$ cat src/rtl/lq_pkg.sv
package lq_pkg;
    typedef enum logic [2:0] {
        ST_LOAD,
        ST_PREP,
        ST_KICK,
        ST_WAIT,
        ST_SEND
    } lq_state_e;
endpackage

$ cat src/rtl/lq_tile_store.sv
module lq_tile_store #(
    parameter int DEPTH = 128,
    parameter int DW    = 16,
    localparam int AW   = $clog2(DEPTH)
) (
    input  logic          clk,
    input  logic          we,
    input  logic [AW-1:0] waddr,
    input  logic [DW-1:0] wdata,
    input  logic [AW-1:0] raddr,
    output logic [DW-1:0] rdata
);
    logic [DW-1:0] mem [DEPTH];

    always_ff @(posedge clk) begin
        if (we) mem[waddr] <= wdata;
    end

    assign rdata = mem[raddr];
endmodule

$ cat src/rtl/lq_range.sv
module lq_range #(
    parameter int MAG_W   = 15,
    parameter int FRAC_W  = 7,
    parameter int OCTAVES = 32
) (
    input  logic             clk,
    input  logic             rst_n,
    input  logic             clear,
    input  logic             upd,
    input  logic [MAG_W-1:0] mag,
    output logic [MAG_W-1:0] lo,
    output logic [MAG_W-1:0] span
);
    localparam int EW = MAG_W + 1;
    localparam logic [EW-1:0] LIM = EW'(OCTAVES << FRAC_W);

    logic [MAG_W-1:0] mn, mx;
    logic             seen;
    logic [EW-1:0]    gap;

    always_ff @(posedge clk or negedge rst_n) begin
        if (!rst_n) begin
            mn   <= '1;
            mx   <= '0;
            seen <= 1'b0;
        end else if (clear) begin
            mn   <= '1;
            mx   <= '0;
            seen <= 1'b0;
        end else if (upd) begin
            if (mag < mn) mn <= mag;
            if (mag > mx) mx <= mag;
            seen <= 1'b1;
        end
    end

    always_comb begin
        gap = EW'(mx) - EW'(mn);
        if (!seen)           lo = '0;
        else if (gap > LIM)  lo = MAG_W'(EW'(mx) - LIM);
        else                 lo = mn;
        span = seen ? (mx - lo) : '0;
    end

    // the tracked minimum never passes the tracked maximum
    p_order_r3: assert property (@(posedge clk) disable iff (!rst_n)
        seen |-> (mn <= mx));
endmodule

$ cat src/rtl/lq_level_pick.sv
module lq_level_pick #(
    parameter int MAG_W     = 15,
    parameter int FRAC_W    = 7,
    parameter int IDX_W     = 7,
    parameter int STEP_W    = 16,
    parameter int STEP_FRAC = 8
) (
    input  logic              clk,
    input  logic              rst_n,
    input  logic              start,
    input  logic [MAG_W-1:0]  mag,
    input  logic [MAG_W-1:0]  lo,
    input  logic [STEP_W-1:0] step,
    output logic              done,
    output logic [IDX_W-1:0]  code
);
    localparam int TOPK = (1 << IDX_W) - 1;
    localparam int LW   = MAG_W + 1;
    localparam int PW   = STEP_W + IDX_W;
    localparam int CW   = $clog2(IDX_W + 1);
    localparam int EXW  = LW - FRAC_W;
    localparam int MW   = FRAC_W + 4;

    function automatic logic [LW-1:0] lvl(input logic [IDX_W-1:0] j,
                                          input logic [MAG_W-1:0] base,
                                          input logic [STEP_W-1:0] st);
        logic [PW-1:0] p;
        p = PW'(j) * PW'(st);
        return LW'(base) + LW'(p >> STEP_FRAC);
    endfunction

    // mantissa of v scaled to the exponent e0 (v lies at most one octave above)
    function automatic logic [MW-1:0] rel(input logic [LW-1:0] v,
                                          input logic [EXW-1:0] e0);
        logic [MW-1:0] m;
        m = MW'({1'b1, v[FRAC_W-1:0]});
        return (v[LW-1:FRAC_W] != e0) ? (m << 1) : m;
    endfunction

    logic             srch, dec;
    logic [CW-1:0]    bitp;
    logic [IDX_W-1:0] acc, trial, pick_n;
    logic [MAG_W-1:0] lreg;
    logic             keep_trial, up;
    logic [LW-1:0]    la, lb;

    always_comb begin
        trial      = acc | (IDX_W'(1) << bitp);
        keep_trial = (trial <= IDX_W'(TOPK - 1)) && (lvl(trial, lo, step) <= LW'(lreg));
        la         = lvl(acc, lo, step);
        lb         = lvl(acc + IDX_W'(1), lo, step);
        up         = (rel(LW'(lreg), la[LW-1:FRAC_W]) << 1)
                     >= (rel(la, la[LW-1:FRAC_W]) + rel(lb, la[LW-1:FRAC_W]));
        if (lreg == '0)                  pick_n = '0;
        else if (lreg < lo)              pick_n = IDX_W'(1);
        else if (acc == IDX_W'(TOPK-1))  pick_n = IDX_W'(TOPK);
        else if (up)                     pick_n = acc + IDX_W'(2);
        else                             pick_n = acc + IDX_W'(1);
    end

    always_ff @(posedge clk or negedge rst_n) begin
        if (!rst_n) begin
            srch <= 1'b0;
            dec  <= 1'b0;
            done <= 1'b0;
            bitp <= '0;
            acc  <= '0;
            lreg <= '0;
            code <= '0;
        end else begin
            done <= 1'b0;
            if (start) begin
                lreg <= mag;
                acc  <= '0;
                bitp <= CW'(IDX_W - 1);
                srch <= 1'b1;
                dec  <= 1'b0;
            end else if (srch) begin
                if (keep_trial) acc <= trial;
                if (bitp == '0) begin
                    srch <= 1'b0;
                    dec  <= 1'b1;
                end else begin
                    bitp <= bitp - CW'(1);
                end
            end else if (dec) begin
                code <= pick_n;
                done <= 1'b1;
                dec  <= 1'b0;
            end
        end
    end

    // a nonzero sample never ends at magnitude index 0
    p_nonzero_r7: assert property (@(posedge clk) disable iff (!rst_n)
        (done && lreg != '0) |-> (code != '0));

    // with a zero step every in-range nonzero sample lands on the top index
    p_flat_r10: assert property (@(posedge clk) disable iff (!rst_n)
        (done && step == '0 && lreg != '0 && lreg >= lo) |-> (code == IDX_W'(TOPK)));
endmodule

$ cat src/rtl/lq_tile_quant.sv
module lq_tile_quant
    import lq_pkg::*;
#(
    parameter int TILE      = 128,
    parameter int DW        = 16,
    parameter int MAG_W     = 15,
    parameter int FRAC_W    = 7,
    parameter int CODE_W    = 8,
    parameter int OCTAVES   = 32,
    parameter int STEP_FRAC = 8,
    parameter int STEP_W    = 16
) (
    input  logic              clk,
    input  logic              rst_n,
    input  logic              in_valid,
    output logic              in_ready,
    input  logic [DW-1:0]     in_data,
    output logic              out_valid,
    input  logic              out_ready,
    output logic [CODE_W-1:0] out_code,
    output logic [MAG_W-1:0]  out_min,
    output logic [STEP_W-1:0] out_step,
    output logic              out_last
);
    localparam int AW    = $clog2(TILE);
    localparam int IDX_W = CODE_W - 1;
    localparam int DIV   = (1 << IDX_W) - 2;
    localparam logic [AW-1:0] LAST = AW'(TILE - 1);

    lq_state_e        st, st_n;
    logic [AW-1:0]    ptr;
    logic [DW-1:0]    rd_data;
    logic [MAG_W-1:0] rng_lo, rng_span, lo_r;
    logic [STEP_W-1:0] step_r;
    logic [31:0]      step_q;
    logic             pick_start, pick_done;
    logic [IDX_W-1:0] pick_code;
    logic             in_fire, out_fire, at_last;

    assign in_fire  = in_valid && in_ready;
    assign out_fire = out_valid && out_ready;
    assign at_last  = (ptr == LAST);
    assign step_q   = (32'(rng_span) << STEP_FRAC) / 32'(DIV);

    lq_tile_store #(.DEPTH(TILE), .DW(DW)) u_store (
        .clk   (clk),
        .we    (in_fire),
        .waddr (ptr),
        .wdata (in_data),
        .raddr (ptr),
        .rdata (rd_data)
    );

    lq_range #(.MAG_W(MAG_W), .FRAC_W(FRAC_W), .OCTAVES(OCTAVES)) u_range (
        .clk   (clk),
        .rst_n (rst_n),
        .clear (out_fire && at_last),
        .upd   (in_fire && (in_data[MAG_W-1:0] != '0)),
        .mag   (in_data[MAG_W-1:0]),
        .lo    (rng_lo),
        .span  (rng_span)
    );

    lq_level_pick #(
        .MAG_W(MAG_W), .FRAC_W(FRAC_W), .IDX_W(IDX_W),
        .STEP_W(STEP_W), .STEP_FRAC(STEP_FRAC)
    ) u_pick (
        .clk   (clk),
        .rst_n (rst_n),
        .start (pick_start),
        .mag   (rd_data[MAG_W-1:0]),
        .lo    (lo_r),
        .step  (step_r),
        .done  (pick_done),
        .code  (pick_code)
    );

    // state register
    always_ff @(posedge clk or negedge rst_n) begin
        if (!rst_n) st <= ST_LOAD;
        else        st <= st_n;
    end

    // transitions
    always_comb begin
        st_n = st;
        unique case (st)
            ST_LOAD: if (in_fire && at_last) st_n = ST_PREP;
            ST_PREP: st_n = ST_KICK;
            ST_KICK: st_n = ST_WAIT;
            ST_WAIT: if (pick_done) st_n = ST_SEND;
            ST_SEND: if (out_fire) st_n = at_last ? ST_LOAD : ST_KICK;
            default: st_n = ST_LOAD;
        endcase
    end

    // outputs
    always_comb begin
        in_ready   = 1'b0;
        out_valid  = 1'b0;
        pick_start = 1'b0;
        unique case (st)
            ST_LOAD: in_ready   = 1'b1;
            ST_KICK: pick_start = 1'b1;
            ST_SEND: out_valid  = 1'b1;
            default: ;
        endcase
        out_code = {rd_data[DW-1], pick_code};
        out_min  = lo_r;
        out_step = step_r;
        out_last = out_valid && at_last;
    end

    // pointer and metadata
    always_ff @(posedge clk or negedge rst_n) begin
        if (!rst_n) begin
            ptr    <= '0;
            lo_r   <= '0;
            step_r <= '0;
        end else begin
            if (in_fire || out_fire) ptr <= at_last ? '0 : ptr + AW'(1);
            if (st == ST_PREP) begin
                lo_r   <= rng_lo;
                step_r <= STEP_W'(step_q);
            end
        end
    end

    // a stalled beat holds its code and last flag
    p_hold_r11: assert property (@(posedge clk) disable iff (!rst_n)
        (out_valid && !out_ready) |=> (out_valid && $stable(out_code) && $stable(out_last)));

    // the input reopens right after the final code of a tile
    p_reopen_r2: assert property (@(posedge clk) disable iff (!rst_n)
        (out_fire && out_last) |=> in_ready);

    // the code's top bit follows the stored sample's sign
    p_sign_r5: assert property (@(posedge clk) disable iff (!rst_n)
        out_valid |-> (out_code[CODE_W-1] == rd_data[DW-1]));

    // a zero magnitude gives a zero index
    p_zero_r6: assert property (@(posedge clk) disable iff (!rst_n)
        (out_valid && rd_data[MAG_W-1:0] == '0) |-> (out_code[CODE_W-2:0] == '0));
endmodule

$ cat config.mk
export PLATFORM = sky130hd
export DESIGN_NAME = lq_tile_quant
export DESIGN_NICKNAME = d
export VERILOG_FILES = /design/src/rtl/lq_pkg.sv /design/src/rtl/lq_tile_store.sv /design/src/rtl/lq_range.sv /design/src/rtl/lq_level_pick.sv /design/src/rtl/lq_tile_quant.sv
export SDC_FILE = /design/constraint.sdc
export NUM_CORES = 2
export LEC_CHECK = 0
export ABC_AREA = 1
export BUFFER_PORTS_ARGS = -buffer_cell sky130_fd_sc_hd__buf_2
export CAP_MARGIN = 20
export CORE_MARGIN = 3
export CORE_UTILIZATION = 48
export DETAILED_ROUTE_END_ITERATION = 12
export SLEW_MARGIN = 20
export SYNTH_ARGS = -nofsm -noshare
export SYNTH_HDL_FRONTEND = slang
export SYNTH_HIERARCHICAL = 1
export SYNTH_SLANG_ARGS = --single-unit
$ cat constraint.sdc
create_clock -name clk -period 20.4 [get_ports clk]
set_input_delay 2.04 -clock clk [delete_from_list [all_inputs] [get_ports clk]]
set_output_delay 2.04 -clock clk [all_outputs]
set_load 0.02 [all_outputs]
==> results.sh <==
export IMPL_grt_pass1_wl_mm=479
export IMPL_synth_async_reset_ratio_pct=4.97
export IMPL_cts_sinks=2155
export IMPL_maxCapViolations=0
export IMPL_clkPwrFrac_pct=41.5
export IMPL_cts_tree="done"
export IMPL_yosysTopAreaCellShare_pct=57.0
export IMPL_synthAdderAreaFrac_pct=7.21
export IMPL_ys_ff_latch=2155
export IMPL_area_growth_pct=9.67
export IMPL_fin_tns_setup_ns=0
export IMPL_status="finished, final reports clean"
export IMPL_initial_core_util_pct=48.4
export IMPL_fmax_mhz=71.0
export IMPL_grt_pass1_vias=74600
export IMPL_min_from="out_step[12]"
export IMPL_wl_mm=320
export IMPL_finClkSkew_ns=0.0814
export IMPL_clkLatencyLatePin_ns=0.88
export IMPL_seqPwrFrac_pct=51.0
export IMPL_n_fill_cell=19600
export IMPL_cp_required_ns=21.16
export IMPL_critical_path_class="flop to flop"
export IMPL_seq_area_frac_synth_pct=59.5
export IMPL_power_density_mw_per_mm2=80.4
export IMPL_setup_viol_count_final=0
export IMPL_post_cts_resized=0
export IMPL_worstReg2RegStart="u_range/mx[0]"
export IMPL_yosys_top_cells_area="edfxtp_1 (57%), nand2_1 (11%), nand3_1 (10%), fa_1 (3.9%), ha_1 (3.3%)"
export IMPL_cts_root_buffer="clkbuf_16"
export IMPL_port_buffers=61
export IMPL_clkTransAtPathRegs_ns=0.06
export IMPL_total_power_mw=9.51
export IMPL_p_sw_mw=2.25
export IMPL_p_int_mw=7.25
export IMPL_yosys_area_share_simple_pct=24.9
export IMPL_slowest_delay_ns=0.40
export IMPL_post_cts_setup_buffers=0
export IMPL_instances_no_fill=13700
export IMPL_htree_levels=4
export IMPL_hpwlAfterDp_mm=195
export IMPL_netlist_instances=10600
export IMPL_irDropWorstVdd_mv=0.0971
export IMPL_drive_gt1_share_pct=8.11
export IMPL_synth_compound_area_share_pct=2.45
export IMPL_yosysMostFrequentCell="nand2_1"
export IMPL_netlist_area_mm2=0.108
export IMPL_power_leakage_nw=47.0
export IMPL_design_die_area_mm2=0.230
export IMPL_synth_fp_nets=11100
export IMPL_min_period_ns=14.09
export IMPL_grt_usage_pct=27.3
export IMPL_syn_area_per_cell_um2=10.2
export IMPL_grt_start_max_net_pins=211
export IMPL_worst_pin_slew_ns=1.21
export IMPL_dr_pass1_iters=9
export IMPL_vias=78600
export IMPL_pin_count=62
export IMPL_post_route_drc_count=0
export IMPL_synth_top_family_by_area="simple AND/OR/NAND/NOR gates"
export IMPL_synthFlopType="edfxtp_1"
export IMPL_fin_nets=11100
export IMPL_final_core_utilization_pct=53.1
export IMPL_slowest_stage="fa_1"
export IMPL_max_slew_margin_pct=19.6
export IMPL_synth_edf_count=2048
export IMPL_synth_common_cells="nand2_1 (3148), nand3_1 (2231), edfxtp_1 (2048), inv_1 (702), nor2_1 (451)"
export IMPL_grt_ovfl_total=0
export IMPL_design_area_mm2=0.118
export IMPL_period_share_pct=69.1
export IMPL_place_area_mm2=0.111
export IMPL_cp_common_cell="nand2_1"
export IMPL_synth_warnings=6
export IMPL_rsz0062_at_grt="false"
export IMPL_dp_cells=13300
export IMPL_worstPathArrival_ns=14.86
export IMPL_regArea_mm2=0.0642
export IMPL_cts_inserted_buffers=220
export IMPL_finalHoldViolCount=0
export IMPL_startpoint="u_range/mx[0]"
export IMPL_worstPathMaxFanout=16
export IMPL_antenna_left=0
export IMPL_hp_class="flop to flop"
export IMPL_rows=173
export IMPL_yosysUniqueCellTypes=70
export IMPL_critPathCaptureType="flop"
export IMPL_die_h_um=480
export IMPL_multi_input_area_mm2=0.0381
export IMPL_switching_share_pct=23.7
export IMPL_gp_congestion=0.899
export IMPL_synth_top_area_cell="edfxtp_1"
export IMPL_comb_power_share_pct=7.5
export IMPL_routedWlPerCell_um=23.3
export IMPL_cts_buffer_depth=3
export IMPL_synthXorXnorAreaFrac_pct=0.731
export IMPL_dr_first_iter_drc_count=8541
export IMPL_startpoint_type="flop"
export IMPL_antenna_found_initial=7
export IMPL_final_max_slew_viol_count=0
export IMPL_die_w_um=480
export IMPL_via_per_inst=5.72
export IMPL_coreArea_mm2=0.223
export IMPL_synth_mux_area_share_pct=0
export IMPL_cts_hold_fix_buffers=0
==> per-layer routing <==
metal | part of all wire, % | wire length (um) | GRT usage, %
met1 | 43 | 137000 | 39.7
met2 | 45 | 145000 | 42.0
met3 | 8.3 | 26600 | 4.29
met4 | 3.4 | 10900 | 9.32
met5 | 0.0041 | 13 | 0
==> worst max-delay path: cells and delay by family, from the launching register on <==
family	cells	cell delay, ns
DFF	1	0.39
AOI/OAI and AO/OA	10	1.64
buffers and inverters	10	1.01
and+or+nand+nor	81	9.04
adders and majority gates	7	1.86
==> per-stage QoR <==
stage               hold WS [ns]  worst slack, ns
global route               0.508             4.68
global placement           0.476             6.57
CTS                        0.486             6.40
floorplan                  0.507             8.91
finish                     0.484             6.31
detailed placement         0.471             6.41
==> path summary, 6_finish.rpt <==
kind / end / slack, ns / cells after the start
worst max-delay path: out_step[0] / 6.31 / 108
worst min-delay path: out_step[12] / 0.48 / 2
worst max register to register: out_step[0] / 6.31 / 108
worst min register to register: out_step[12] / 0.48 / 2
max in group asynchronous: ptr[0] / 17.72 / 2
min in group asynchronous: out_step[5] / 1.17 / 1
==> cell usage in the layout (no fill, tap or decap), types with 26 or more instances in the layout <==
cell       count
nand2_1     3148
nand3_1     2231
edfxtp_1    2048
inv_1        700
nor2_1       447
ha_1         285
buf_4        234
clkbuf_16    220
fa_1         210
a21oi_1      184
o21ai_0      142
dfrtp_1       87
xor2_1        64
clkinv_1      55
nand2_2       54
clkbuf_1      54
nand4_1       53
buf_2         44
nor2_2        40
clkinv_2      37
inv_2         34
nor3_1        34
xnor2_1       26
==> flip-flops by register name, indices dropped and copies added, names as in the netlist, 3 cells and up <==
name and cells:
u_range/mn 15, out_step 16, u_store/mem 2048, u_pick/lreg 15, u_pick/acc 7, ptr 7, st 3, u_range/mx 15
u_pick/bitp 3, u_pick/code 7, out_min 15
==> area by class of cell <==
type / count / area share (%)
flip-flops and latches: 2155 / 54.3
multi-input cells: 7162 / 32.2
clock buffers: 274 / 4.83
well taps: 2975 / 3.15
inverters: 744 / 2.39
repair buffers: 307 / 2.04
clock inverters: 129 / 1.08
diodes: 1 / 0.00212
==> power groups by stage <==
stage	logic (mW)	registers (mW)	clock network, mW
finish	0.710	4.85	3.94
global route	0.792	4.85	4.19
CTS	0.709	4.85	4.01
detailed placement	0.707	4.94	0
global placement	0.704	4.94	0
floorplan	0.467	4.94	0
==> kinds of logic after synthesis <==
logic type / Yosys count
simple gates: 6120
compound gates: 457
xor+xnor: 90
fa+ha+maj: 495
buf+inv: 1276
flops: 2155
Power figures use the tool's default switching activity.
